===== src/rtl/rowstore_pkg.sv =====
package rowstore_pkg;

   // Width helper: a zero-width field still needs one physical bit.
   function automatic int at_least_one(input int v);
      return (v < 1) ? 1 : v;
   endfunction

   // Number of bank entries needed to hold ROWS rows over LANES banks.
   function automatic int bank_depth(input int rows, input int lanes);
      return (rows + lanes - 1) / lanes;
   endfunction

endpackage


===== src/rtl/rowstore_addr_split.sv =====
module rowstore_addr_split #(
   parameter int ROW_W  = 6,
   parameter int LANE_W = 3,
   parameter int BANK_W = 3,
   parameter int ADDR_W = 3
) (
   input  logic [ROW_W-1:0]  row_i,
   output logic [BANK_W-1:0] bank_o,
   output logic [ADDR_W-1:0] addr_o
);

   generate
      if (LANE_W == 0) begin : g_single_bank
         assign bank_o = '0;
         assign addr_o = row_i;
      end else begin : g_sliced
         assign bank_o = row_i[LANE_W-1:0];
         assign addr_o = row_i[ROW_W-1:LANE_W];
      end
   endgenerate

endmodule


===== src/rtl/rowstore_bank.sv =====
module rowstore_bank #(
   parameter int DEPTH  = 8,
   parameter int ADDR_W = 3,
   parameter int HASH_W = 32
) (
   input  logic              clk,
   input  logic              we_i,
   input  logic [ADDR_W-1:0] waddr_i,
   input  logic [HASH_W-1:0] wdata_i,
   input  logic              re_i,
   input  logic [ADDR_W-1:0] raddr_i,
   output logic [HASH_W-1:0] rdata_o
);

   logic [HASH_W-1:0] mem [DEPTH];
   logic              raddr_ok;

   assign raddr_ok = ({1'b0, raddr_i} < (ADDR_W+1)'(DEPTH));

   // Read samples the array before this edge's write lands (old value).
   always_ff @(posedge clk) begin
      if (we_i) begin
         mem[waddr_i] <= wdata_i;
      end
      if (re_i && raddr_ok) begin
         rdata_o <= mem[raddr_i];
      end
   end

endmodule


===== src/rtl/rowstore_lane_ctrl.sv =====
module rowstore_lane_ctrl #(
   parameter int ROWS  = 64,
   parameter int LANES = 8,
   parameter int ROW_W = 6
) (
   input  logic             clk,
   input  logic             rst,
   input  logic             rq_valid_i,
   input  logic [ROW_W-1:0] rq_base_i,
   input  logic             aligned_i,
   output logic             rd_en_o,
   output logic             rs_valid_o,
   output logic [LANES-1:0] rs_mask_o,
   output logic [ROW_W-1:0] base_q_o
);

   localparam int CMP_W = ROW_W + 1;

   logic [LANES-1:0] lane_ok;

   assign rd_en_o = rq_valid_i && aligned_i;

   generate
      for (genvar i = 0; i < LANES; i++) begin : g_lane_ok
         assign lane_ok[i] = (({1'b0, rq_base_i} + CMP_W'(i)) < CMP_W'(ROWS));
      end
   endgenerate

   always_ff @(posedge clk) begin
      if (rst) begin
         rs_valid_o <= 1'b0;
         rs_mask_o  <= '0;
      end else begin
         rs_valid_o <= rd_en_o;
         rs_mask_o  <= rd_en_o ? lane_ok : '0;
      end
      if (rd_en_o) begin
         base_q_o <= rq_base_i;
      end
   end

   // an accepted request yields a result next cycle
   a_r2_result_follows: assert property (@(posedge clk) disable iff (rst)
      (rq_valid_i && aligned_i) |=> rs_valid_o);

   // no result without a request in the previous cycle
   a_r2_no_spurious: assert property (@(posedge clk) disable iff (rst)
      rs_valid_o |-> $past(rq_valid_i));

   // group fully inside the row range gives a full mask
   a_r6_full_mask: assert property (@(posedge clk) disable iff (rst)
      (rq_valid_i && aligned_i &&
       (({1'b0, rq_base_i} + CMP_W'(LANES)) <= CMP_W'(ROWS)))
      |=> (&rs_mask_o));

   // misaligned request produces nothing
   a_r7_misaligned_silent: assert property (@(posedge clk) disable iff (rst)
      (rq_valid_i && !aligned_i) |=> (!rs_valid_o && rs_mask_o == '0));

   // reset clears flags, even when a request arrives with it
   a_r10_reset_clears: assert property (@(posedge clk)
      rst |=> (!rs_valid_o && rs_mask_o == '0));

endmodule


===== src/rtl/banked_row_store.sv =====
module banked_row_store #(
   parameter int ROWS   = 64,
   parameter int LANES  = 8,
   parameter int HASH_W = 32,
   localparam int ROW_W = $clog2(ROWS)
) (
   input  logic                    clk,
   input  logic                    rst,
   input  logic                    wr_en_i,
   input  logic [ROW_W-1:0]        wr_idx_i,
   input  logic [HASH_W-1:0]       wr_data_i,
   input  logic                    rq_valid_i,
   input  logic [ROW_W-1:0]        rq_base_i,
   output logic                    rs_valid_o,
   output logic [LANES-1:0]        rs_lane_mask_o,
   output logic [LANES*ROW_W-1:0]  rs_idx_o,
   output logic [LANES*HASH_W-1:0] rs_data_o
);

   localparam int LANE_W = $clog2(LANES);
   localparam int BANK_W = rowstore_pkg::at_least_one(LANE_W);
   localparam int ADDR_W = ROW_W - LANE_W;
   localparam int DEPTH  = rowstore_pkg::bank_depth(ROWS, LANES);
   localparam int CMP_W  = ROW_W + 1;

   // Elaboration-time parameter checks
   generate
      if (LANES < 1 || (LANES & (LANES - 1)) != 0) begin : g_bad_lanes
         $error("LANES must be a power of two");
      end
      if (ROWS < 2 * LANES) begin : g_bad_rows
         $error("ROWS must be at least twice LANES");
      end
      if (HASH_W < 1) begin : g_bad_hash
         $error("HASH_W must be positive");
      end
   endgenerate

   logic [BANK_W-1:0] wr_bank;
   logic [ADDR_W-1:0] wr_addr;
   logic [BANK_W-1:0] rq_bank;
   logic [ADDR_W-1:0] rq_addr;
   logic              wr_in_range;
   logic              aligned;
   logic              rd_en;
   logic [ROW_W-1:0]  base_q;

   rowstore_addr_split #(
      .ROW_W (ROW_W),
      .LANE_W(LANE_W),
      .BANK_W(BANK_W),
      .ADDR_W(ADDR_W)
   ) wr_split_i (
      .row_i (wr_idx_i),
      .bank_o(wr_bank),
      .addr_o(wr_addr)
   );

   rowstore_addr_split #(
      .ROW_W (ROW_W),
      .LANE_W(LANE_W),
      .BANK_W(BANK_W),
      .ADDR_W(ADDR_W)
   ) rq_split_i (
      .row_i (rq_base_i),
      .bank_o(rq_bank),
      .addr_o(rq_addr)
   );

   assign wr_in_range = ({1'b0, wr_idx_i} < CMP_W'(ROWS));
   assign aligned     = (rq_bank == '0);

   rowstore_lane_ctrl #(
      .ROWS (ROWS),
      .LANES(LANES),
      .ROW_W(ROW_W)
   ) ctrl_i (
      .clk       (clk),
      .rst       (rst),
      .rq_valid_i(rq_valid_i),
      .rq_base_i (rq_base_i),
      .aligned_i (aligned),
      .rd_en_o   (rd_en),
      .rs_valid_o(rs_valid_o),
      .rs_mask_o (rs_lane_mask_o),
      .base_q_o  (base_q)
   );

   generate
      for (genvar b = 0; b < LANES; b++) begin : g_bank
         logic bank_we;

         assign bank_we = wr_en_i && wr_in_range && (wr_bank == BANK_W'(b));

         rowstore_bank #(
            .DEPTH (DEPTH),
            .ADDR_W(ADDR_W),
            .HASH_W(HASH_W)
         ) bank_i (
            .clk    (clk),
            .we_i   (bank_we),
            .waddr_i(wr_addr),
            .wdata_i(wr_data_i),
            .re_i   (rd_en),
            .raddr_i(rq_addr),
            .rdata_o(rs_data_o[b*HASH_W +: HASH_W])
         );

         // Aligned groups put lane b in bank b; row index is the held base plus b.
         assign rs_idx_o[b*ROW_W +: ROW_W] = base_q + ROW_W'(b);

         // lane index matches the request's base plus lane number
         a_r3_lane_index: assert property (@(posedge clk) disable iff (rst)
            rs_valid_o |-> (rs_idx_o[b*ROW_W +: ROW_W] == $past(rq_base_i) + ROW_W'(b)));

         // a set mask bit always names a row inside the configured range
         a_r8_mask_in_range: assert property (@(posedge clk) disable iff (rst)
            rs_lane_mask_o[b] |-> ({1'b0, rs_idx_o[b*ROW_W +: ROW_W]} < CMP_W'(ROWS)));
      end
   endgenerate

   // mask bits only accompany a valid result
   a_r8_mask_needs_valid: assert property (@(posedge clk) disable iff (rst)
      (rs_lane_mask_o != '0) |-> rs_valid_o);

endmodule


===== config.mk =====
export PLATFORM = sky130hd
export DESIGN_NAME = banked_row_store
export DESIGN_NICKNAME = d
export VERILOG_FILES = /design/src/rtl/rowstore_pkg.sv /design/src/rtl/rowstore_addr_split.sv /design/src/rtl/rowstore_bank.sv /design/src/rtl/rowstore_lane_ctrl.sv /design/src/rtl/banked_row_store.sv
export SDC_FILE = /design/constraint.sdc
export NUM_CORES = 2
export LEC_CHECK = 0
export ABC_AREA = 1
export BUFFER_PORTS_ARGS = -buffer_cell sky130_fd_sc_hd__buf_2
export CORE_ASPECT_RATIO = 0.8
export CORE_MARGIN = 2
export CORE_UTILIZATION = 30
export CTS_BUF_LIST = sky130_fd_sc_hd__clkbuf_4 sky130_fd_sc_hd__clkbuf_8
export DETAILED_ROUTE_END_ITERATION = 12
export GPL_TIMING_DRIVEN = 0
export SLEW_MARGIN = 0
export SYNTH_ARGS = -nofsm -noshare
export SYNTH_HDL_FRONTEND = slang
export SYNTH_SLANG_ARGS = --single-unit

===== constraint.sdc =====
create_clock -name clk -period 26.1 [get_ports clk]
set_clock_uncertainty 0.15 [all_clocks]
set_input_delay 2.61 -clock clk [delete_from_list [all_inputs] [get_ports clk]]
set_output_delay 2.61 -clock clk [all_outputs]
set_load 0.02 [all_outputs]

# --- Yosys cells after proc, flatten, opt, wreduce, memory -nomap -nowiden ---
# Memories as Yosys holds them, arrays and structs flattened. A register that Yosys moved wholly into a read port is not among the register bits.
# Index checks and enable logic that the tools add are counted.
classes:
  div_mod_pow: 0
  shifts: 0
  n_eq_ne: 7
  add_sub_neg: 14
  n_mux: 16
  n_mul: 0
  magnitude_cmp: 8
  reduce_logical: 12
  bitwise: 1
op_table:
  columns: ["op", "n"]
  rows:
  - ["less-than comparator 7 bit, second input constant", 7]
  - ["adder 6 x 3 -> 7 bit, second input constant", 4]
  - ["adder 6 x 3 -> 6 bit, second input constant", 4]
  - ["two-way mux 1 bit", 16]
  - ["adder 6 x 2 -> 7 bit, second input constant", 2]
  - ["adder 6 x 2 -> 6 bit, second input constant", 2]
  - ["equality test 3 bit, second input constant", 4]
  - ["logical AND 1 bit", 9]
  - ["adder 6 x 1 -> 7 bit, second input constant", 1]
  - ["less-than comparator 6 x 7 -> 1 bit, second input constant", 1]
  - ["adder 6 x 1 -> 6 bit, second input constant", 1]
  - ["equality test 3 x 2 -> 1 bit, second input constant", 2]
  - ["logical NOT 3 bit", 2]
  - ["equality test 3 x 1 -> 1 bit, second input constant", 1]
  - ["OR reduction 2 bit", 1]
  - ["inverter 1 bit", 1]
totals:
  ram_bits: 2048
  in_bits: 48
  elab_cells: 69
  latchBits: 0
  romBits: 0
  out_inout_bits: 313
  ff_bits: 15
  mem_count: 8
mem_list:
  columns: ["memory", "depth", "width", "read_ports", "rd_clocked_by_memory_dff", "write_ports", "line", "source"]
  rows:
  - ["g_bank[0].bank_i.mem", 8, 32, 1, 1, 1, "rowstore_bank.sv:15", "logic [HASH_W-1:0] mem [DEPTH];"]
  - ["g_bank[1].bank_i.mem", 8, 32, 1, 1, 1, "rowstore_bank.sv:15", null]
  - ["g_bank[2].bank_i.mem", 8, 32, 1, 1, 1, "rowstore_bank.sv:15", null]
  - ["g_bank[3].bank_i.mem", 8, 32, 1, 1, 1, "rowstore_bank.sv:15", null]
  - ["g_bank[4].bank_i.mem", 8, 32, 1, 1, 1, "rowstore_bank.sv:15", null]
  - ["g_bank[5].bank_i.mem", 8, 32, 1, 1, 1, "rowstore_bank.sv:15", null]
  - ["+2 memories", null, null, null, null, null, null, null]

# --- Logic depth before layout (Yosys ltp) ---
logic_depth:
  depth_word: 4
  ltp_mapped: 10
  mapped_depth_nobuf: 6

# --- By module ---
# From an unflattened synthesis, not the netlist that was laid out.
unflattened:
  hier_cells: 9418
  area_unflattened_um2: 98804.8
by_module_without_submodules:
  columns: ["mod", "n_inst", "area_per_inst_um2", "cells_per_inst", "seq_area_each_um2"]
  rows:
  - ["rowstore_bank", 8, 12192.9, 1156, 8648.3]
  - ["banked_row_store", 1, 684.4, 114, 0.0]
  - ["rowstore_lane_ctrl", 1, 486.7, 44, 360.3]
  - ["rowstore_addr_split", 2, 45.0, 6, 0.0]

# --- Worst setup path before layout ---
# No wires, ideal clock.
synth_path:
  path_kind: "input -> register"
  start: "input port rq_base_i[1]"
  end: "register ctrl_i.base_q_o[0] (enable)"
  arrival_ps: 20719
  path_stages: 3
  n_path_buf: 1
  slack_ps: 4026
  setup_time_ps: 1205
  required_ps: 24745
  cell_sequence: "or2_2 > clkbuf_1 > nor3_1"
synth_via:
  elab_chain_cells: 2
synth_lines:
  columns: ["item", "line", "source"]
  rows:
  - ["start: declaration", "banked_row_store.sv:13", "input logic [ROW_W-1:0] rq_base_i,"]
  - ["logical NOT 3 bit", "banked_row_store.sv:71", "assign aligned = (rq_bank == '0);"]
  - ["logical AND 1 bit", "rowstore_lane_ctrl.sv:21", "assign rd_en_o = rq_valid_i && aligned_i;"]
  - ["named net ctrl_i.rd_en_o", "rowstore_lane_ctrl.sv:11", "output logic rd_en_o,"]
  - ["end signal: assignment", "rowstore_lane_ctrl.sv:38", "base_q_o <= rq_base_i;"]
  - ["end: declaration", "rowstore_lane_ctrl.sv:14", "output logic [ROW_W-1:0] base_q_o"]
# The timed path passes the listed nets, and every way through them passes these cells.
# A chain may end at the register's enable or synchronous reset.

# --- Final worst setup path ---
layout_path:
  start: "register ctrl_i.base_q_o[0]"
  end: "output port rs_idx_o[46]"
layout_via:
  elab_chain_cells: 1
layout_lines:
  columns: ["item", "line", "source"]
  rows:
  - ["adder 6 x 3 -> 6 bit", "banked_row_store.sv:110", "assign rs_idx_o[b*ROW_W +: ROW_W] = base_q + ROW_W'(b);"]
  - ["end: declaration", "banked_row_store.sv:16", "output logic [LANES*ROW_W-1:0] rs_idx_o,"]
# No other way between the ends.

==> parameters.txt <==
Parameter                              Value

Status
  Run status    finished clean

Synthesis
  Netlist area before placement    97800 um2
  Synthesized netlist net count    9365
  Sequential element share of the synthesized area    0.711
  Register bit total from synthesis    2319
  Average cell area after synthesis    10.5 um2
  Count of cell types in the netlist    22
  Post-Syn Instances    9308
  Count of synthesis-stage warnings from yosys    0

GRT
  All-Layer GR Usage    0.173
  Met2 layer usage reported by global route    0.277
  Number of antenna violations at the first check in global routing    49
  M1 GR Usage    0.237
  Maximum number of pins on one net before global-route repair    65
  Met3 GRT Util    0.0281
  Global route hottest layer    met2
  First-pass GRT wire length    419000 um
  Vias in the first global route    61500
  Total global routing overflow    0

Pwr
  Peak supply drop    0.0000337 V
  Share of total power in the clock network    0.408
  Fraction of power spent switching nets    0.245
  Part of the power in registers    0.525
  Switching power    1.93 mW
  Internal Power    5.96 mW
  Combinational share of power    0.066
  Final Power    7.89 mW
  Power Density    68.2 nW/um2
  Leak pwr    51.0 nW

Routing
  Via-to-Cell Ratio    4.38
  Antenna violation net count after detailed routing    0
  Count of TritonRoute iterations in the first routing pass    6
  DRC Markers    0
  Wire length after detailed routing    294000 um
  Vias post-DR    65000
  Average routed wire per standard cell    19.8 um
  Drt initial violations    7066

Clocking
  Maximum level of the CTS H-tree    5
  Inserted Clock Buffers    386
  Post-CTS sizing    0
  Clock sink count    2319
  Root cell of the clock tree    sky130_fd_sc_hd__clkbuf_8
  Clock Tree Buf Depth    4
  Clock tree from TritonCTS    yes
  Clock-pin transition on the worst setup and hold timing paths    60 ps
  Cts-stage hold buffer count    0
  Insertion delay of the later-clocked pin in the worst-skew pair    1030 ps
  Total setup buffers inserted after CTS    0

STA
  Number of endpoints with negative hold slack in the final report    0
  Max Clk Rate    183 MHz
  Worst setup margin    20640 ps
  Aggregate negative setup slack    0 ps
  Final setup violating endpoints    0
  Rel. slew slack    0.226
  Pins Over Slew Limit    0
  Worst Hold Margin    564 ps
  RSZ-0062 raised after global routing    no
  Slew at the pin closest to its max-slew limit    1160 ps
  Final period demand of the worst path    5460 ps
  Final period util    0.209

Layout
  Net count reported at finish    10200
  Layout cell share with drive strength beyond 1    0.137
  Post-route cell area    116000 um2
  Filler cell count    32000
  Flip-flop and latch area    69500 um2
  Area Overhead vs Synth    18.2%
  Share of the core filled with cells in the final layout    0.356
  Final std cells w/o fill    14800
  Multi-input gate area in the final layout    18900 um2

Hold path
  Min-delay worst type    register to register

Setup path
  Critical Path RT    23340 ps
  Reg2reg setup slack    24480 ps
  Crit-path max FO    11
  Data arrival time of the worst path    2700 ps
  Kind of end point of the critical path    primary output
  Worst setup path class    register to primary output
  Crit path launch type    register

Die
  Die Y    515 um
  I/O pins    361
  Core Region    324000 um2
  Area of the die    330000 um2
  Effective utilization at floorplan    0.301
  FP Rows    187
  Width of the chip    642 um

Placed design
  Post-DP Area    108000 um2
  Setup slack at placement    19710 ps
  Number of placed instances, taps included    14100
  HPWL Detailed    195000 um
  Count of buffers from port buffering    359
  Gpl congestion    0.813

Flow run
  Max-Cap Viols    0
[path summary, 6_finish.rpt]
path                                    startpoint                                endpoint  depth (start not counted)
max                   ctrl_i.base_q_o[0]$_DFFE_PP_                            rs_idx_o[46]                          6
min          g_bank[5].bank_i.mem[4][20]$_DFFE_PP_  g_bank[5].bank_i.rdata_o[20]$_DFFE_PP_                          6
max reg2reg  g_bank[3].bank_i.mem[5][26]$_DFFE_PP_  g_bank[3].bank_i.rdata_o[26]$_DFFE_PP_                          6
min reg2reg  g_bank[5].bank_i.mem[4][20]$_DFFE_PP_  g_bank[5].bank_i.rdata_o[20]$_DFFE_PP_                          6
[area by class of cell]
class	instances	share of cell area
clock buffers	513	0.0544
well taps	4347	0.0471
plain buffers	411	0.0176
diodes	19	0.000411
multi-input cells	4505	0.163
inverters	2073	0.0673
repair buffers	482	0.0378
flip-flops and latches	2319	0.602
clock inverters	164	0.0103
[cell usage after synthesis (all sizes together)]
cell type / instances / area, um2
or2: 2 / 12.5
edfxtp: 2310 / 69400
nor2: 71 / 267
a21oi: 3 / 15.0
nand3: 1032 / 5160
dfxtp: 9 / 180
clkinv: 2 / 7.51
buf: 294 / 1580
clkbuf: 117 / 450
o21ai: 3 / 15.0
xor2: 16 / 140
xnor2: 1 / 8.76
inv: 2071 / 7770
ha: 9 / 113
nor4: 9 / 56.3
nand2: 3358 / 12600
nor3: 1 / 5.00
[placed cells by master (no fill, tap or decap), types with 7 or more instances in the layout]
| cell type | count |
|---|---|
| sky130_fd_sc_hd__buf_16 | 38 |
| sky130_fd_sc_hd__buf_4 | 73 |
| sky130_fd_sc_hd__buf_12 | 57 |
| sky130_fd_sc_hd__nor4_1 | 9 |
| sky130_fd_sc_hd__clkinv_2 | 48 |
| sky130_fd_sc_hd__edfxtp_1 | 2310 |
| sky130_fd_sc_hd__nor2_4 | 64 |
| sky130_fd_sc_hd__nand3_1 | 1032 |
| sky130_fd_sc_hd__nor2_1 | 7 |
| sky130_fd_sc_hd__diode_2 | 19 |
| sky130_fd_sc_hd__buf_6 | 29 |
| sky130_fd_sc_hd__clkbuf_1 | 111 |
| sky130_fd_sc_hd__bufinv_16 | 13 |
| sky130_fd_sc_hd__clkbuf_8 | 390 |
| sky130_fd_sc_hd__inv_1 | 2069 |
| sky130_fd_sc_hd__clkinv_1 | 82 |
| sky130_fd_sc_hd__nand2_1 | 3358 |
| sky130_fd_sc_hd__xor2_1 | 16 |
| sky130_fd_sc_hd__ha_1 | 9 |
| sky130_fd_sc_hd__dfxtp_1 | 9 |
| sky130_fd_sc_hd__buf_2 | 565 |
| sky130_fd_sc_hd__buf_1 | 13 |
| sky130_fd_sc_hd__clkbuf_4 | 126 |
[power by group through the flow]
stage	Clock (mW)	Combinational (mW)	Sequential (mW)
6_report	3.22	0.524	4.14
4_1_cts	3.29	0.532	4.14
5_1_grt	3.44	0.569	4.14
3_5_place_dp	0	0.530	4.22
3_3_place_gp	0	0.502	4.24
2_1_floorplan	0	0.231	4.24
[logic make-up (layout without fill, tap and decap cells)]
group	after synthesis	in the layout	share of synthesized area
fa+ha+maj	9	9	0.00115
compound gates	6	6	0.000307
other cells	0	19	0
simple gates	4473	4473	0.185
xor+xnor	17	17	0.00152
buf+inv	2484	3643	0.100
flops	2319	2319	0.711
[critical path, cell delays in order, from the launching register on]
cell                       delay, ps
sky130_fd_sc_hd__edfxtp_1        540
sky130_fd_sc_hd__inv_1           260
sky130_fd_sc_hd__ha_1            270
sky130_fd_sc_hd__inv_1           100
sky130_fd_sc_hd__a21oi_1         170
sky130_fd_sc_hd__xor2_1          150
sky130_fd_sc_hd__buf_2           180
[flip-flops by register name, indices dropped and copies added, names as in the netlist]
| name | count |
|---|---|
| ctrl_i.base_q_o | 6 |
| ctrl_i.rs_mask_o | 8 |
| ctrl_i.rs_valid_o | 1 |
| g_bank.bank_i.mem | 2048 |
| g_bank.bank_i.rdata_o | 256 |
[metal layers]
| metal | wire length (um) | vias to the layer above | part of all wire |
|---|---|---|---|
| met2 | 134000 | 2597 | 0.46 |
| met1 | 126000 | 30900 | 0.43 |
| li1 | - | 31000 | - |
| met5 | 23 | - | 0.000078 |
| met4 | 10100 | 4 | 0.034 |
| met3 | 23200 | 524 | 0.079 |
No activity file was read; power rests on OpenSTA's default activity.
